===== src/rtl/dwsram_pkg.sv =====
package dwsram_pkg;
  localparam int LANES  = 2;
  localparam int LANE_W = 8;
  localparam int BUS_W  = LANES * LANE_W;

  typedef enum logic [1:0] {
    ACC_IDLE  = 2'd0,
    ACC_READ  = 2'd1,
    ACC_WRITE = 2'd2
  } acc_t;
endpackage


===== src/rtl/dwsram_ctrl.sv =====
module dwsram_ctrl
  import dwsram_pkg::*;
(
  input  logic             cs_a_n,
  input  logic             cs_b,
  input  logic             wr_n,
  input  logic             oe_n,
  input  logic             lane0_n,
  input  logic             lane1_n,
  input  logic             byte_mode_n,
  input  logic             half_sel,
  output acc_t             acc,
  output logic [LANES-1:0] lane_en,
  output logic             narrow
);
  logic chip_on;
  logic active;

  always_comb begin
    narrow  = ~byte_mode_n;
    chip_on = ~cs_a_n & cs_b;
    // byte mode needs both lanes low; word mode needs any lane low
    if (narrow) begin
      active  = chip_on & ~lane0_n & ~lane1_n;
      lane_en = half_sel ? 2'b10 : 2'b01;
    end else begin
      active  = chip_on & (~lane0_n | ~lane1_n);
      lane_en = {~lane1_n, ~lane0_n};
    end
    if (!active)      acc = ACC_IDLE;
    else if (!wr_n)   acc = ACC_WRITE;
    else if (!oe_n)   acc = ACC_READ;
    else              acc = ACC_IDLE;
  end
endmodule


===== src/rtl/dwsram_lane.sv =====
module dwsram_lane #(
  parameter int ADDR_W = 6,
  parameter int DW     = 8
) (
  input  logic              clk,
  input  logic              we,
  input  logic [ADDR_W-1:0] addr,
  input  logic [DW-1:0]     wdata,
  output logic [DW-1:0]     rdata
);
  localparam int DEPTH = 1 << ADDR_W;

  logic [DW-1:0] store [DEPTH];

  always_ff @(posedge clk) begin
    if (we) store[addr] <= wdata;
  end

  assign rdata = store[addr];
endmodule


===== src/rtl/dwsram.sv =====
module dwsram
  import dwsram_pkg::*;
#(
  parameter int ADDR_W = 6
) (
  input  logic              clk,
  input  logic              rst_n,
  input  logic              cs_a_n,
  input  logic              cs_b,
  input  logic              wr_n,
  input  logic              oe_n,
  input  logic              lane0_n,
  input  logic              lane1_n,
  input  logic              byte_mode_n,
  input  logic [ADDR_W-1:0] addr,
  input  logic [15:0]       dq_in,
  output logic [15:0]       dq_out,
  output logic [15:0]       dq_oe
);
  acc_t             acc;
  logic [LANES-1:0] lane_en;
  logic             narrow;
  logic [LANE_W-1:0] rd [LANES];

  dwsram_ctrl u_ctrl (
    .cs_a_n      (cs_a_n),
    .cs_b        (cs_b),
    .wr_n        (wr_n),
    .oe_n        (oe_n),
    .lane0_n     (lane0_n),
    .lane1_n     (lane1_n),
    .byte_mode_n (byte_mode_n),
    .half_sel    (dq_in[BUS_W-1]),
    .acc         (acc),
    .lane_en     (lane_en),
    .narrow      (narrow)
  );

  for (genvar g = 0; g < LANES; g++) begin : g_lane
    logic [LANE_W-1:0] wd;
    logic              we;
    assign wd = narrow ? dq_in[LANE_W-1:0] : dq_in[g*LANE_W +: LANE_W];
    assign we = rst_n & (acc == ACC_WRITE) & lane_en[g];
    dwsram_lane #(.ADDR_W(ADDR_W), .DW(LANE_W)) u_mem (
      .clk   (clk),
      .we    (we),
      .addr  (addr),
      .wdata (wd),
      .rdata (rd[g])
    );
  end

  always_comb begin
    dq_out = '0;
    dq_oe  = '0;
    if (acc == ACC_READ) begin
      if (narrow) begin
        dq_out[LANE_W-1:0] = lane_en[1] ? rd[1] : rd[0];
        dq_oe[LANE_W-1:0]  = '1;
      end else begin
        for (int i = 0; i < LANES; i++) begin
          if (lane_en[i]) begin
            dq_out[i*LANE_W +: LANE_W] = rd[i];
            dq_oe[i*LANE_W +: LANE_W]  = '1;
          end
        end
      end
    end
  end
endmodule


===== config.mk =====
export PLATFORM = sky130hd
export DESIGN_NAME = dwsram
export DESIGN_NICKNAME = d
export VERILOG_FILES = /design/src/rtl/dwsram_pkg.sv /design/src/rtl/dwsram_ctrl.sv /design/src/rtl/dwsram_lane.sv /design/src/rtl/dwsram.sv
export SDC_FILE = /design/constraint.sdc
export NUM_CORES = 1
export LEC_CHECK = 0
export BUFFER_PORTS_ARGS = -buffer_cell sky130_fd_sc_hd__buf_2
export CAP_MARGIN = 5
export CELL_PAD_IN_SITES_DETAIL_PLACEMENT = 0
export CELL_PAD_IN_SITES_GLOBAL_PLACEMENT = 1
export CORE_UTILIZATION = 49
export CTS_CLUSTER_SIZE = 8
export DETAILED_ROUTE_END_ITERATION = 10
export PLACE_DENSITY_LB_ADDON = 0.1
export SYNTH_ARGS = -nofsm -noshare
export SYNTH_HDL_FRONTEND = slang
export SYNTH_HIERARCHICAL = 1
export SYNTH_SLANG_ARGS = --single-unit

===== constraint.sdc =====
create_clock -name clk -period 2.1 [get_ports clk]
set_input_delay 0 -clock clk [delete_from_list [all_inputs] [get_ports clk]]
set_output_delay 0 -clock clk [all_outputs]
set_load 0.005 [all_outputs]

==> parameters.txt <==
Parameter                              Value

Clock tree
  TritonCTS Buffers    145
  Reg clk slew, reported paths    0.05 ns
  Cell chosen for the clock root    sky130_fd_sc_hd__clkbuf_16
  H-tree depth    4
  Maximum buffer depth of the clock tree    3
  Sink Count    1024
  CTS tree    built

Layout
  Largest registers    g_lane.u_mem/store: 1024 flops
  Area overhead of the layout relative to synthesis    24.8%
  Most used cells in the layout excluding fill and tap cells    sky130_fd_sc_hd__edfxtp_1 (1024), sky130_fd_sc_hd__buf_4 (495), sky130_fd_sc_hd__nor2_1 (159)
  Design area    51200 µm²
  Final antenna diode count    0
  Final #Nets    2994
  Most common cell after layout, fill and taps aside    sky130_fd_sc_hd__edfxtp_1
  Largest register FFs    1024
  Count of placed standard cells in the final layout, fillers left out    4046
  Fraction of layout instances using a drive strength above 1    34.0%
  Top reg by flops    g_lane.u_mem/store

GRT
  Number of global-route vias before repair    24961
  Global-route wire length before repair    174 mm
  Top Usage Layer GRT    met1
  Antenna violations before repair    5
  GRT met1 Usage    41.8%
  Total global-route track usage    28.8%
  Sum of overflow across all layers after global routing    0
  Largest net degree at the start of global routing    65
  Global Route met3 Usage    8.83%
  Global-route met2 utilization    40.7%

Worst setup path
  Highest cell delay on the worst timing path    0.58 ns
  Category of the critical setup timing path    register to output pin
  CP max stage cell    sky130_fd_sc_hd__or4b_4
  Worst EP required    2.10 ns
  Largest driver fanout on the critical path    2
  Cell-by-cell trace of the critical path    mux2_4, mux4_2, o21ai_4, o2111ai_4, or4b_4, a22o_1, buf_2
  Endpoint arrival time on the critical path    3.22 ns
  Element type at the critical path end    output pin
  CP Launch Type    register

Logic synthesis
  Mean area per synthesized cell    17.2 µm²
  Top cell type's share of synthesized area    74.9%
  Largest cells by area after synthesis    sky130_fd_sc_hd__edfxtp_1 (75%), sky130_fd_sc_hd__mux4_2 (4.5%), sky130_fd_sc_hd__mux2i_1 (3.1%), sky130_fd_sc_hd__nor2_1 (1.5%), sky130_fd_sc_hd__a22oi_1 (1.5%)
  Post-synthesis cell area    41100 µm²
  Cell type with the highest aggregate area in the netlist    sky130_fd_sc_hd__edfxtp_1
  Number of instances in the synthesized netlist    2384
  Post-synth EDFFs    1024
  Sequential fraction of the synthesis area    74.9%
  Leading register cell type out of synthesis    sky130_fd_sc_hd__edfxtp_1
  Distinct cells, synth    64
  Synth Net Count    2415
  Post-synthesis sequential element count    1024
  Yosys warning total    6
  Async SR Flop Fraction    0%

Pwr
  Maximum vdd ir drop    0.780 mV
  Cell internal power dissipation    36.5 mW
  Gate power share    6.8%
  Pwr/cell area    906 nW/µm²
  Net switching power    9.99 mW
  Switching fraction of total power    21.5%
  Sequential group share of total power    48.7%
  Static leakage    17.7 nW
  Share of total power in the clock network    44.5%

Place
  Post-Place Cells    3889
  Global placement routability congestion    0.949
  Post-DP Area    46500 µm²
  DP HPWL    82.2 mm
  Buffers added on ports    62

Min path
  Classification of the worst-slack hold path    input pin to register
  WHS Path Cells    2

Status
  Status    complete, but fails checks
  Violated checks    setup timing

STA
  Clock period minus final worst setup slack    3.22 ns
  Slew headroom    31.2%
  Fin. Hold Viols    0
  Number of setup violations in the final report    16
  Number of pins with negative max-slew slack in the final report    0
  Top achievable clock speed    310 MHz
  Post-layout worst setup margin    -1.12 ns
  Period utilisation layout    153%
  Transition time at the pin with the least slew margin    1.03 ns
  RSZ-0062 raised after global routing    true

Route
  Detailed-route wire length    121 mm
  Iter 0 DRT Violations    2675
  Number of vias per cell    6.22
  DRC viols    0
  Via count    25180
  First-pass iteration count of the detailed router    6
  Per-cell routed wire length    30.0 µm
  Post-route ant nets    0

Floorplanning
  Die width    292 µm
  Initial core utilization    49.8%
  Core footprint    82500 µm²
  Die Area    85000 µm²
  Total number of placement rows    105
  Height of the die    292 µm
  I/O pin cnt    63

Run
  Max-cap check violation count    0
[metrics by stage]
| stage | utilization, % | worst slack (ns) | setup TNS, ns | power [mW] | hold WS (ns) |
|---|---|---|---|---|---|
| 4_1_cts | 61.8 | -1.10 | -13.45 | 46.7 | 0.0387 |
| 5_1_grt | 62.1 | -1.18 | -13.91 | 47.6 | 0.0642 |
| 3_3_place_gp | 56.4 | -0.866 | -160.66 | 25.9 | 0.470 |
| 2_1_floorplan | - | 0.00116 | 0 | 24.3 | 0.0989 |
| 6_report | 62.1 | -1.12 | -12.84 | 46.4 | 0.0645 |
| 3_5_place_dp | 56.4 | -0.873 | -185.61 | 25.9 | 0.490 |
[synthesized netlist by cell type, types with 14 or more instances]
master                      instances
sky130_fd_sc_hd__buf_2             60
sky130_fd_sc_hd__a22oi_1           80
sky130_fd_sc_hd__a32oi_1           14
sky130_fd_sc_hd__and3_1            18
sky130_fd_sc_hd__mux4_2            82
sky130_fd_sc_hd__a221o_1           22
sky130_fd_sc_hd__o2bb2ai_1         14
sky130_fd_sc_hd__o21ai_0           19
sky130_fd_sc_hd__a22o_1            28
sky130_fd_sc_hd__nor2_1           166
sky130_fd_sc_hd__nand2_1           91
sky130_fd_sc_hd__edfxtp_1        1024
sky130_fd_sc_hd__o221ai_1          18
sky130_fd_sc_hd__a221oi_1          42
sky130_fd_sc_hd__and2_1            26
sky130_fd_sc_hd__a31oi_1           30
sky130_fd_sc_hd__nand3b_1          24
sky130_fd_sc_hd__o22a_1            22
sky130_fd_sc_hd__clkbuf_1          72
sky130_fd_sc_hd__mux2i_1          126
sky130_fd_sc_hd__nor2b_1           16
sky130_fd_sc_hd__mux2_1            22
sky130_fd_sc_hd__o22ai_1           44
sky130_fd_sc_hd__nand3_1           16
sky130_fd_sc_hd__a21oi_1           56
sky130_fd_sc_hd__nand2b_1          51
sky130_fd_sc_hd__buf_4             22
[routing by layer]
layer | share of wire, % | wire (µm) | up-vias
met3 | 10 | 12500 | 196
li1 | - | - | 10772
met5 | 0.076 | 92 | -
met4 | 3.4 | 4140 | 2
met1 | 43 | 52300 | 13028
met2 | 43 | 52400 | 1182
[cells by family (layout without fill, tap and decap cells)]
| family | after synthesis | after routing | share of synthesized area, % |
|---|---|---|---|
| flops | 1024 | 1024 | 74.9 |
| mux | 240 | 240 | 8.45 |
| simple gates | 480 | 480 | 6.11 |
| buf+inv | 184 | 776 | 2.27 |
| compound gates | 455 | 455 | 8.28 |
| fa+ha+maj | 1 | 1 | 0.0274 |
[power groups by stage]
stage	clock [mW]	sequential (mW)	combinational, mW
after floorplan	0	23.0	1.32
after global placement	0	23.0	2.89
after detailed placement	0	23.0	2.93
after CTS	21.0	22.6	3.07
after global routing	21.7	22.6	3.30
final	20.7	22.6	3.15
[final cells by class]
class / instances / area, µm²
multi-input cells: 1176 / 10100
clock buffers: 151 / 3780
repair buffers: 609 / 5110
well taps: 1070 / 1340
inverters: 7 / 26.3
clock inverters: 9 / 128
fillers: 6029 / 31300
flip-flops and latches: 1024 / 30700
[critical path: cells and delay by family (launching register included)]
kind	cells	cell delay [ns]
AO/OA/AOI/OAI	3	0.66
buffers and inverters	1	0.14
flip-flops	1	0.36
multiplexers	2	0.76
AND/OR/NAND/NOR	1	0.58
[worst paths after layout]
kind,from,to,slack [ns]
setup / recovery,g_lane[1].u_mem/store[6][7],dq_out[7],-1.12
hold / removal,dq_in[6],g_lane[0].u_mem/store[17][6],0.06
[timing repair]
action	4_1_cts	5_1_grt
gates resized for setup	121	38
buffers inserted	2	0
hold buffers	3	0
pin swaps	58	30
endpoints found under the setup margin	16	32
hold endpoints to repair	72	0
cloned	0	1
(Power assumes the default switching activity.)
